<file path="src/rtl/flagunit_pkg.sv">
`timescale 1ns/1ps
package flagunit_pkg;

  localparam int DATA_W = 32;
  localparam int FLAG_W = 32;

  localparam int CF_POS  = 0;
  localparam int ONE_POS = 1;
  localparam int PF_POS  = 2;
  localparam int AF_POS  = 4;
  localparam int ZF_POS  = 6;
  localparam int SF_POS  = 7;
  localparam int TF_POS  = 8;
  localparam int IE_POS  = 9;
  localparam int DIR_POS = 10;
  localparam int OF_POS  = 11;

  typedef enum logic [1:0] {
    W8   = 2'b00,
    W16  = 2'b01,
    W32  = 2'b10,
    W32X = 2'b11
  } width_e;

  typedef struct packed {
    logic ovf;
    logic sgn;
    logic zer;
    logic aux;
    logic par;
    logic cry;
  } arith_flags_t;

  // Keeps the low 8, 16 or 32 bits.
  function automatic logic [DATA_W-1:0] width_mask(width_e w);
    case (w)
      W8:      return {{(DATA_W-8){1'b0}}, 8'hFF};
      W16:     return {{(DATA_W-16){1'b0}}, 16'hFFFF};
      default: return {DATA_W{1'b1}};
    endcase
  endfunction

  // Index of the sign bit for the selected width.
  function automatic logic [4:0] top_index(width_e w);
    case (w)
      W8:      return 5'd7;
      W16:     return 5'd15;
      default: return 5'd31;
    endcase
  endfunction

  function automatic logic even_parity8(logic [7:0] v);
    return ~^v;
  endfunction

endpackage

</file>
<file path="src/rtl/fu_arith.sv">
`timescale 1ns/1ps
module fu_arith
  import flagunit_pkg::*;
#(
  parameter int DW = DATA_W
) (
  input  logic [DW-1:0] a,
  input  logic [DW-1:0] b,
  input  logic          cin,
  input  logic          sub,
  input  width_e        width,
  output logic [DW-1:0] res,
  output logic          carry_into_top,
  output logic          carry_out_top,
  output logic          aux_carry
);

  logic [DW-1:0] msk;
  logic [DW-1:0] am;
  logic [DW-1:0] bm;
  logic [DW:0]   wide;
  logic [4:0]    nib;
  logic [4:0]    tidx;
  logic [5:0]    cidx;

  always_comb begin
    msk  = width_mask(width);
    am   = a & msk;
    bm   = b & msk;
    // A borrow beyond the masked width shows up as bit top+1 of the wide difference.
    if (sub)
      wide = {1'b0, am} - {1'b0, bm} - {{DW{1'b0}}, cin};
    else
      wide = {1'b0, am} + {1'b0, bm} + {{DW{1'b0}}, cin};
    res  = wide[DW-1:0] & msk;
    tidx = top_index(width);
    cidx = {1'b0, tidx} + 6'd1;
    carry_out_top  = wide[cidx];
    // The sum bit is a ^ b ^ incoming carry, so the incoming carry can be recovered from it.
    carry_into_top = am[tidx] ^ bm[tidx] ^ res[tidx];
    if (sub)
      nib = {1'b0, a[3:0]} - {1'b0, b[3:0]} - {4'd0, cin};
    else
      nib = {1'b0, a[3:0]} + {1'b0, b[3:0]} + {4'd0, cin};
    aux_carry = nib[4];
  end

endmodule

</file>
<file path="src/rtl/fu_flags.sv">
`timescale 1ns/1ps
module fu_flags
  import flagunit_pkg::*;
#(
  parameter int DW = DATA_W
) (
  input  logic [DW-1:0] res,
  input  width_e        width,
  input  logic          carry_into_top,
  input  logic          carry_out_top,
  input  logic          aux_carry,
  output arith_flags_t  nxt
);

  always_comb begin
    nxt.cry = carry_out_top;
    nxt.ovf = carry_into_top ^ carry_out_top;
    nxt.sgn = res[top_index(width)];
    nxt.zer = (res == '0);
    nxt.aux = aux_carry;
    nxt.par = even_parity8(res[7:0]);
  end

endmodule

</file>
<file path="src/rtl/fu_state.sv">
`timescale 1ns/1ps
module fu_state
  import flagunit_pkg::*;
#(
  parameter int FW    = FLAG_W,
  parameter int CTL_W = 3
) (
  input  logic             clk,
  input  logic             rst,
  input  logic             update,
  input  arith_flags_t     nxt,
  input  logic             ctl_we,
  input  logic [CTL_W-1:0] ctl_wdata,
  output logic [FW-1:0]    word
);

  arith_flags_t     arith_q;
  logic [CTL_W-1:0] ctl_q;

  always_ff @(posedge clk) begin
    if (rst) begin
      arith_q <= '0;
      ctl_q   <= '0;
    end else begin
      if (update) arith_q <= nxt;
      if (ctl_we) ctl_q   <= ctl_wdata;
    end
  end

  always_comb begin
    word                         = '0;
    word[ONE_POS]                = 1'b1;
    word[CF_POS]                 = arith_q.cry;
    word[PF_POS]                 = arith_q.par;
    word[AF_POS]                 = arith_q.aux;
    word[ZF_POS]                 = arith_q.zer;
    word[SF_POS]                 = arith_q.sgn;
    word[OF_POS]                 = arith_q.ovf;
    word[TF_POS+CTL_W-1:TF_POS]  = ctl_q;
  end

endmodule

</file>
<file path="src/rtl/status_flag_unit.sv">
`timescale 1ns/1ps
module status_flag_unit
  import flagunit_pkg::*;
#(
  parameter int DATA_W_P = DATA_W,
  parameter int FLAG_W_P = FLAG_W
) (
  input  logic                clk,
  input  logic                rst,
  input  logic [DATA_W_P-1:0] op_a,
  input  logic [DATA_W_P-1:0] op_b,
  input  logic                carry_in,
  input  logic                sub,
  input  logic [1:0]          width_sel,
  input  logic                update,
  input  logic                ctl_we,
  input  logic [2:0]          ctl_wdata,
  output logic [DATA_W_P-1:0] result,
  output logic [FLAG_W_P-1:0] flags,
  output logic                step_dec
);

  width_e       width;
  logic         carry_into_top;
  logic         carry_out_top;
  logic         aux_carry;
  arith_flags_t nxt_flags;

  assign width = width_e'(width_sel);

  fu_arith #(.DW(DATA_W_P)) u_arith (
    .a              (op_a),
    .b              (op_b),
    .cin            (carry_in),
    .sub            (sub),
    .width          (width),
    .res            (result),
    .carry_into_top (carry_into_top),
    .carry_out_top  (carry_out_top),
    .aux_carry      (aux_carry)
  );

  fu_flags #(.DW(DATA_W_P)) u_flags (
    .res            (result),
    .width          (width),
    .carry_into_top (carry_into_top),
    .carry_out_top  (carry_out_top),
    .aux_carry      (aux_carry),
    .nxt            (nxt_flags)
  );

  fu_state #(.FW(FLAG_W_P), .CTL_W(3)) u_state (
    .clk       (clk),
    .rst       (rst),
    .update    (update),
    .nxt       (nxt_flags),
    .ctl_we    (ctl_we),
    .ctl_wdata (ctl_wdata),
    .word      (flags)
  );

  assign step_dec = flags[DIR_POS];

endmodule

</file>
<file path="config.mk">
export PLATFORM = sky130hd
export DESIGN_NAME = status_flag_unit
export DESIGN_NICKNAME = d
export VERILOG_FILES = /design/src/rtl/flagunit_pkg.sv /design/src/rtl/fu_arith.sv /design/src/rtl/fu_flags.sv /design/src/rtl/fu_state.sv /design/src/rtl/status_flag_unit.sv
export SDC_FILE = /design/constraint.sdc
export NUM_CORES = 1
export LEC_CHECK = 0
export ABC_AREA = 0
export BUFFER_PORTS_ARGS = -buffer_cell sky130_fd_sc_hd__buf_2
export CORE_UTILIZATION = 46
export DETAILED_ROUTE_END_ITERATION = 8
export HOLD_SLACK_MARGIN = 0.08
export PLACE_DENSITY_LB_ADDON = 0.12
export SYNTH_ARGS = -nofsm -noshare
export SYNTH_HDL_FRONTEND = slang
export SYNTH_SLANG_ARGS = --single-unit
</file>
<file path="constraint.sdc">
create_clock -name clk -period 5.63 [get_ports clk]
set_clock_uncertainty 0.05 [all_clocks]
set_input_delay 0.563 -clock clk [delete_from_list [all_inputs] [get_ports clk]]
set_output_delay 0.563 -clock clk [all_outputs]
set_load 0.05 [all_outputs]
</file>
# Word-level counts from Yosys, hierarchy flattened
# Index checks and enable logic that the tools add are counted.
totals:
  regBits: 9
  wordCells: 40
op_classes:
  addsub: 9
  muxes: 12
  n_bitwise: 6
  n_eq_ne: 1
  magnitude_cmp: 2
  n_reduce_logical: 3
ops:
  columns: ["cell", "n"]
  rows:
  - ["32-bit AND", 3]
  - ["32-bit one-hot mux with 2 select lines", 1]
  - ["32-bit by 32-bit adder with 33-bit output", 1]
  - ["33-bit by 1-bit adder with 33-bit output", 1]
  - ["33-bit 2-to-1 mux", 1]
  - ["32-bit by 32-bit subtractor with 33-bit output", 1]
  - ["33-bit by 1-bit subtractor with 33-bit output", 1]
  - ["32-bit zero test", 1]
  - ["1-bit binary-select mux with 5-bit select", 3]
  - ["5-bit one-hot mux with 2 select lines", 1]
  - ["8-bit XNOR reduction", 1]
  - ["6-bit by 7-bit < comparator with 1-bit output, second input constant", 1]
  - ["5-bit by 1-bit adder with 6-bit output, second input constant", 1]
  - ["1-bit binary-select mux with 6-bit select", 1]
  - ["5-bit by 6-bit < comparator with 1-bit output, second input constant", 1]
  - ["4-bit by 4-bit adder with 5-bit output", 1]
  - ["5-bit by 1-bit adder with 5-bit output", 1]
  - ["5-bit 2-to-1 mux", 1]
  - ["4-bit by 4-bit subtractor with 5-bit output", 1]
  - ["5-bit by 1-bit subtractor with 5-bit output", 1]
  - ["1-bit 2-to-1 mux", 4]
  - ["1-bit bitwise XOR", 3]
  - ["2-bit by 1-bit == test with 1-bit output, second input constant", 1]
  - ["2-bit zero test", 1]

# Depth between registers and ports, before layout
# Gate-level depths: netlist of run 1.
depth:
  word_depth: 11
  mapped_depth: 21
  depth_no_buf: 18

# Hierarchy
# Synthesis of run 1 repeated with hierarchy kept, for this count alone.
unflattened:
  cells_unflattened: 867
  area_unflattened_um2: 6073.3
by_module_without_submodules:
  columns: ["module", "seq_area_each_um2", "area_per_inst_um2", "n_inst", "cells_per_inst"]
  rows:
  - ["fu_arith", 0.0, 5332.6, 1, 781]
  - ["fu_state", 180.2, 500.5, 1, 54]
  - ["fu_flags", 0.0, 232.7, 1, 31]
  - ["status_flag_unit", 0.0, 7.5, 1, 1]

# Worst setup path after synthesis of run 1
# OpenSTA, ideal clock, no wires.
synth_timing:
  path_kind: "input port to output port"
  startpoint: "input width_sel[0]"
  endpoint: "output result[24]"
  t_arrival_ps: 4726
  t_required_ps: 5017
  path_slack_ps: 291
  cell_stages: 15
  cell_sequence: "clkbuf_1 -> or2_2 -> clkbuf_1 -> clkbuf_1 -> and2_1 -> ha_1 -> ha_1 -> buf_2 -> a21oi_1 -> o2111ai_1 -> o2111ai_1 -> o211ai_1 -> a211oi_1 -> mux2i_1 -> a2111oi_2"
synth_via:
  elab_chain_len: 7
  word_cells_on_any_way: 11
  classes_between: "add/sub (4); eq/ne (1); mux (2); bitwise (3); reduce/logical (1)"
synth_rtl:
  columns: ["item", "line", "rtl"]
  rows:
  - ["start, declared", "status_flag_unit.sv:14", "input logic [1:0] width_sel,"]
  - ["2-bit by 1-bit == test with 1-bit output or 2-bit zero test (tied branches)", "flagunit_pkg.sv:36", "case (w)"]
  - ["32-bit one-hot mux with 2 select lines (*)", "flagunit_pkg.sv:36", null]
  - ["32-bit AND (on tied branches)", "fu_arith.sv:28, fu_arith.sv:29", null]
  - ["32-bit by 32-bit adder with 33-bit output or 32-bit by 32-bit subtractor with 33-bit output (tied branches)", "fu_arith.sv:34, fu_arith.sv:32", null]
  - ["33-bit by 1-bit adder with 33-bit output or 33-bit by 1-bit subtractor with 33-bit output (tied branches)", "fu_arith.sv:34, fu_arith.sv:32", null]
  - ["33-bit 2-to-1 mux", "fu_arith.sv:31", "if (sub)"]
  - ["32-bit AND (*)", "fu_arith.sv:35", "res = wide[DW-1:0] & msk;"]
  - ["end, declared", "status_flag_unit.sv:18", "output logic [DATA_W_P-1:0] result,"]
# Mark *: on every way between the ends. The rest lies on a longest branch, timed or not.

# Worst setup path after layout of run 1
# Same ends and word-level chain as after synthesis.

==> results.txt, run 1 <==
CP max FO: 23
Relative slew slack: 56.83%
DRT antenna net count: 0
Worst setup margin: 0.4450 ns
DRT iter0 DRCs: 413
Hold Fails Final Rpt: 0
Mapped Area: 6302 um2
Slew Viols, Final: 0
CP arrival: 4.57 ns
Largest net degree at the start of global routing: 47
Final setup vio count: 0
Die area: 14,170 um2
Status: completed
CP startpoint kind: primary input
Critical path endpoint category: primary output
I/O Pins: 140
Synth top area share: 19.26%
CTS tree: built
Unrepaired setup endpoints after global routing: false
CP required: 5.02 ns
Vias in the first global route: 5,866
Postcts setup bufs: 0
Ys Warns: 0
Final min period: 5.185 ns
Post-synth EDFFs: 0
Static Leak: 3.407 nW
Initial antenna violation count: 0
Synth area leaders: ha_1 19%, inv_1 6.3%, a21oi_1 4.8%
Clock Sink Count: 9
Max Fclk: 192.9 MHz
Row cnt: 42
Detailed Routing Iterations Pass 1: 4
Die extent in y: 119.1 um
Max Cap Viol: 0
Setup_tns: 0 ns
Worst R2R Path Depth: 2
Sequential area share after synthesis: 2.859%
Mean Syn Cell Area: 7.026 um2
Asr flop ratio synth: 0%
ANT cells: 0
Clock buffer depth: 2
Post-synthesis cell type count: 85
Hold_buf cts: 0
Setup Crit Path Kind: in -> out
Period utilisation layout: 92.10%
Core Area: 13,300 um2
First-pass GRT wire length: 29,470 um
CTS resizes: 0
Place WS: 0.4930 ns
Worst Max-Slew Pin Slew: 0.6475 ns
Drt via density: 5.602
H-Tree Depth: 1
Post-synthesis cell count: 897
Synth top cells by count: 105 x inv_1, 97 x ha_1, 67 x nor2_1
Via count: 6,487
Yosys reg bits: 9
Clock Latency Late Sink: 0.23 ns
Buffers on Ports: 116
GRT Util Overall: 25.27%
Total Wirelength: 18,210 um
Synth area leader: ha_1
Die span in x: 119.1 um
Post-DP HPWL: 15,220 um
Most common cell in the netlist: inv_1
Routability cong.: 0.9140
# DRC: 0
Layout Area Growth over Synthesis: 9.907%
Top FF cell, synth: dfxtp_1
Share of post-route cells with drive strength above 1: 16.70%
DR WL/cell: 15.72 um
HP Class: reg -> reg
Hold-critical path depth: 2
Grt total ovfl: 0
Pwr dens: 203.1 nW/um2
Root buf cell: clkbuf_16
Worst vdd ir: 0.0002037 V
Clk slew on worst S/H paths: 0.04 ns
Num CTS Buffers: 3
Final net count: 1,159
Initial core utilization: 47.40%
[worst max-delay path, cell delays in order]
cell and delay [ns]:
buf_2 0.14, or2_2 0.48, and2_1 0.24, ha_1 0.39
ha_1 0.46, a21oi_1 0.25, o2111ai_1 0.25, o2111ai_1 0.32
o211ai_1 0.20, a211oi_1 0.34, mux2i_1 0.14, a2111oi_2 0.43
buf_2 0.34
[per-stage QoR]
step           total power, mW  utilization, %  instances  instance area [um2]  hold WS, ns
3_5_place_dp             1.272           51.51       1154                 6848       0.4328
6_report                 1.407           52.10       1158                 6927       0.4395
2_1_floorplan            1.034               -        918                 6381       0.6602
5_1_grt                  1.524           52.10       1158                 6927       0.4585
4_1_cts                  1.403           52.10       1158                 6927       0.4439
3_3_place_gp             1.274           51.51       1154                 6848       0.4253
[flip-flops by register name (all words and copies together) (netlist names)]
| signal | flops |
|---|---|
| u_state.word | 6 |
| u_state.ctl_q | 3 |
[cells in the final DEF (no fill, tap or decap), types with 9 or more instances in the layout]
cell	n
a211oi_1	15
a21o_1	19
a21oi_1	61
and2_1	48
buf_2	116
conb_1	23
dfxtp_1	9
ha_1	97
inv_1	105
mux2i_1	17
nand2_1	59
nand2b_1	9
nand3_1	22
nand4_1	12
nor2_1	67
nor2b_1	10
nor3_1	19
nor3b_1	9
o211ai_1	11
o21a_1	12
o21ai_0	42
o31ai_1	11
or3_1	12
xnor2_1	30
xor2_1	14
[power by group]
part | internal [mW] | switching, mW
clock | 0.0944 | 0.0284
combinational | 0.416 | 0.793
sequential | 0.0717 | 0.00351
total | 0.582 | 0.825
[logic make-up after synthesis]
logic type      count (synthesis)  share of synthesized area, %
compound gates                248                         28.75
simple gates                  305                         25.77
other cells                     2                        0.1192
buf+inv                       165                         12.03
mux                            23                         3.831
xor+xnor                       44                         6.115
flops                           9                         2.859
fa+ha+maj                     101                         20.53
[cell type report]
class	count	area (um2)
multi-input combinational	744	5443
sequential	9	180.2
tap	176	220.2
clock buffer	4	78.83
inverter	105	394.1
fill	1412	6369
timing repair buffer	120	610.6
[worst paths after layout]
kind,startpoint,end,slack (ns)
worst min register to register,u_state.word[7],u_state.word[7],0.44
worst max-delay path,width_sel[0],result[24],0.44
worst max register to register,u_state.word[11],u_state.word[11],4.67
worst min-delay path,u_state.word[7],u_state.word[7],0.44
[layer usage]
layer	global-route usage, %	part of all wire [%]	up-vias
met4	5.459	2.0	0
met3	2.730	6.4	24
li1	-	-	3296
met2	40.73	44	223
met1	35.85	48	2944
met5	0	0	-
(Power assumes the default switching activity.)
==> inputs of run 2 (changes only) <==
- BUFFER_PORTS_ARGS: -buffer_cell sky130_fd_sc_hd__buf_2 -> not set
- DONT_BUFFER_PORTS: not set -> 1
- PLACE_DENSITY: not set -> 0.73
- PLACE_DENSITY_LB_ADDON: 0.12 -> not set
==> run 2 against run 1 <==
Effect of this change: final area shrank 6.6%; sequential power grew 38%; power shrank 3.0%; final cell count shrank 8.9%; critical path depth is the same; combinational power shrank 7%; via count shrank 3.4%; register-to-register slack lost 0.43 ns; global-route usage shrank 0.85 points; sequential share of layout area grew 0.18 points; largest cell class unchanged.
==> results.txt, run 2 (synthesis gave the netlist of run 1 again) <==
Status: completed
Clock Latency Late Sink: 0.24 ns (about the same)
Num CTS Buffers: 3 (unchanged)
Routability cong.: 0.9302 (+1.8%)
GRT Util Overall: 24.42% (-0.85 points)
First-pass GRT wire length: 28,750 um (-2.4%)
DRT iter0 DRCs: 464 (+12%)
Relative slew slack: 29.26% (-28 points)
Worst Max-Slew Pin Slew: 1.054 ns (+0.4065 ns)
Most frequent cells in the layout: 105 x inv_1, 97 x ha_1, 67 x nor2_1
Layout Area Growth over Synthesis: 2.621%
Slew Viols, Final: 0 (unchanged)
CP arrival: 4.35 ns (-0.22 ns)
Final net count: 1,056 (-8.9%)
Unrepaired setup endpoints after global routing: false
Clock network power share: 9.6% (+0.9 points)
Pwr dens: 211.0 nW/um2 (+3.9%)
Post-DP HPWL: 14,560 um (-4.3%)
Hold-critical path depth: 1 (-1)
Initial antenna violation count: 0 (unchanged)
Max Fclk: 201.6 MHz (+4.5%)
I/O Pins: 140 (unchanged)
CP required: 5.02 ns (about the same)
Worst vdd ir: 0.0001699 V (-17%)
CP startpoint kind: primary input
Max reg flops: 6 (unchanged)
Total Wirelength: 17,480 um (-4.0%)
Postcts setup bufs: 0 (unchanged)
Buffers on Ports: 0 (-100%)
Die extent in y: 119.1 um (unchanged)
CTS tree: built
# DRC: 0 (unchanged)
Row cnt: 42 (unchanged)
H-Tree Depth: 1 (unchanged)
CTS resizes: 0 (unchanged)
Seq pwr share: 7.6% (+2.3 points)
Final min period: 4.962 ns (-0.2235 ns)
Detailed Routing Iterations Pass 1: 5 (+1)
Crit path launch: width_sel[0]
Largest net degree at the start of global routing: 63 (+34%)
Clock buffer depth: 2 (unchanged)
Period utilisation layout: 88.13% (-4.0 points)
Commonest non-fill, non-tap cell in the layout: inv_1
HP Class: in -> reg
Hold Fails Final Rpt: 0 (unchanged)
Root buf cell: clkbuf_16
Worst setup margin: 0.6685 ns (+0.2235 ns)
Die area: 14,170 um2 (unchanged)
DR WL/cell: 16.57 um (+5.4%)
Critical path endpoint category: primary output
DRT antenna net count: 0 (unchanged)
Grt total ovfl: 0 (unchanged)
Worst R2R Path Depth: 2 (unchanged)
Core Area: 13,300 um2 (unchanged)
FF-to-FF setup slack: 4.24 ns (-0.43 ns)
Int Power: 0.5586 mW (-4.0%)
Die span in x: 119.1 um (unchanged)
Hold_buf cts: 0 (unchanged)
Net Sw Frac: 59.06% (+0.40 points)
Max Cap Viol: 0 (unchanged)
Placed inst area: 6387 um2 (-6.7%)
Final Cell Area: 6467 um2 (-6.6%)
Reg2reg end: u_state.word[6]
CP max FO: 23 (unchanged)
Combinational power share: 82.7% (-3.2 points)
Static Leak: 2.994 nW (-12%)
ANT cells: 0 (unchanged)
Final setup vio count: 0 (unchanged)
Share of post-route cells with drive strength above 1: 7.281% (-9.4 points)
Clk slew on worst S/H paths: 0.04 ns (about the same)
Vias in the first global route: 5,942 (+1.3%)
Drt via density: 5.938 (+6.0%)
Net switching power figure: 0.8058 mW (-2.4%)
Min Hold Slack: 0.3395 ns (-0.1001 ns)
Via count: 6,265 (-3.4%)
Setup Crit Path Kind: in -> out
Clock Sink Count: 9 (unchanged)
CP endpoint: result[25]
Initial core utilization: 47.40% (unchanged)
R2r startpoint: u_state.word[6]
Place WS: 0.7100 ns (+0.2170 ns)
Setup_tns: 0 ns (unchanged)
run 2: critical path, cell delays in order:
cell and delay, ns:
or2_2 0.45, and2_1 0.24, ha_1 0.39, ha_1 0.43, a21o_1 0.23, a31o_2 0.26
nor2b_1 0.15, a2111oi_4 0.37, a2111oi_2 0.14, a2111oi_4 0.39, nor2_1 0.09, xor2_1 0.20
a21o_1 0.43
run 2: stage by stage:
step / util, % / power, mW / std cells
global route: 48.64 / 1.469 / 1055
floorplan: - / 1.034 / 918
global placement: 48.04 / 1.210 / 1051
finish: 48.64 / 1.364 / 1055
detailed placement: 48.04 / 1.218 / 1051
CTS: 48.64 / 1.356 / 1055
run 2: cell type report:
| cell class | count | area (um2) |
|---|---|---|
| fillers | 1340 | 6828 |
| clock inverters | 1 | 5.005 |
| clock buffers | 3 | 75.07 |
| well taps | 176 | 220.2 |
| multi-input cells | 744 | 5465 |
| repair buffers | 17 | 127.6 |
| inverters | 105 | 394.1 |
| flip-flops and latches | 9 | 180.2 |
run 2: power by group through the flow:
| stage | registers (mW) | logic, mW | clock network [mW] |
|---|---|---|---|
| global route | 0.105 | 1.23 | 0.137 |
| global placement | 0.105 | 1.10 | 0 |
| floorplan | 0.101 | 0.933 | 0 |
| finish | 0.104 | 1.13 | 0.131 |
| CTS | 0.104 | 1.12 | 0.133 |
| detailed placement | 0.105 | 1.11 | 0 |
run 2: worst min path at each step:
stage,slack [ns],to,from
floorplan,0.66,u_state.ctl_q[0],ctl_wdata[0]
global placement,0.59,u_state.ctl_q[1],rst
detailed placement,0.59,u_state.ctl_q[2],rst
CTS,0.34,u_state.word[2],rst
global route,0.33,u_state.word[2],rst
finish,0.34,u_state.word[0],rst
run 2: metal layers:
layer	global-route usage (%)	up-vias	share of wire, %
met5	0	-	0
li1	-	3090	-
met1	30.92	2872	43
met4	6.092	0	2.4
met3	6.082	32	9.0
met2	41.02	271	45
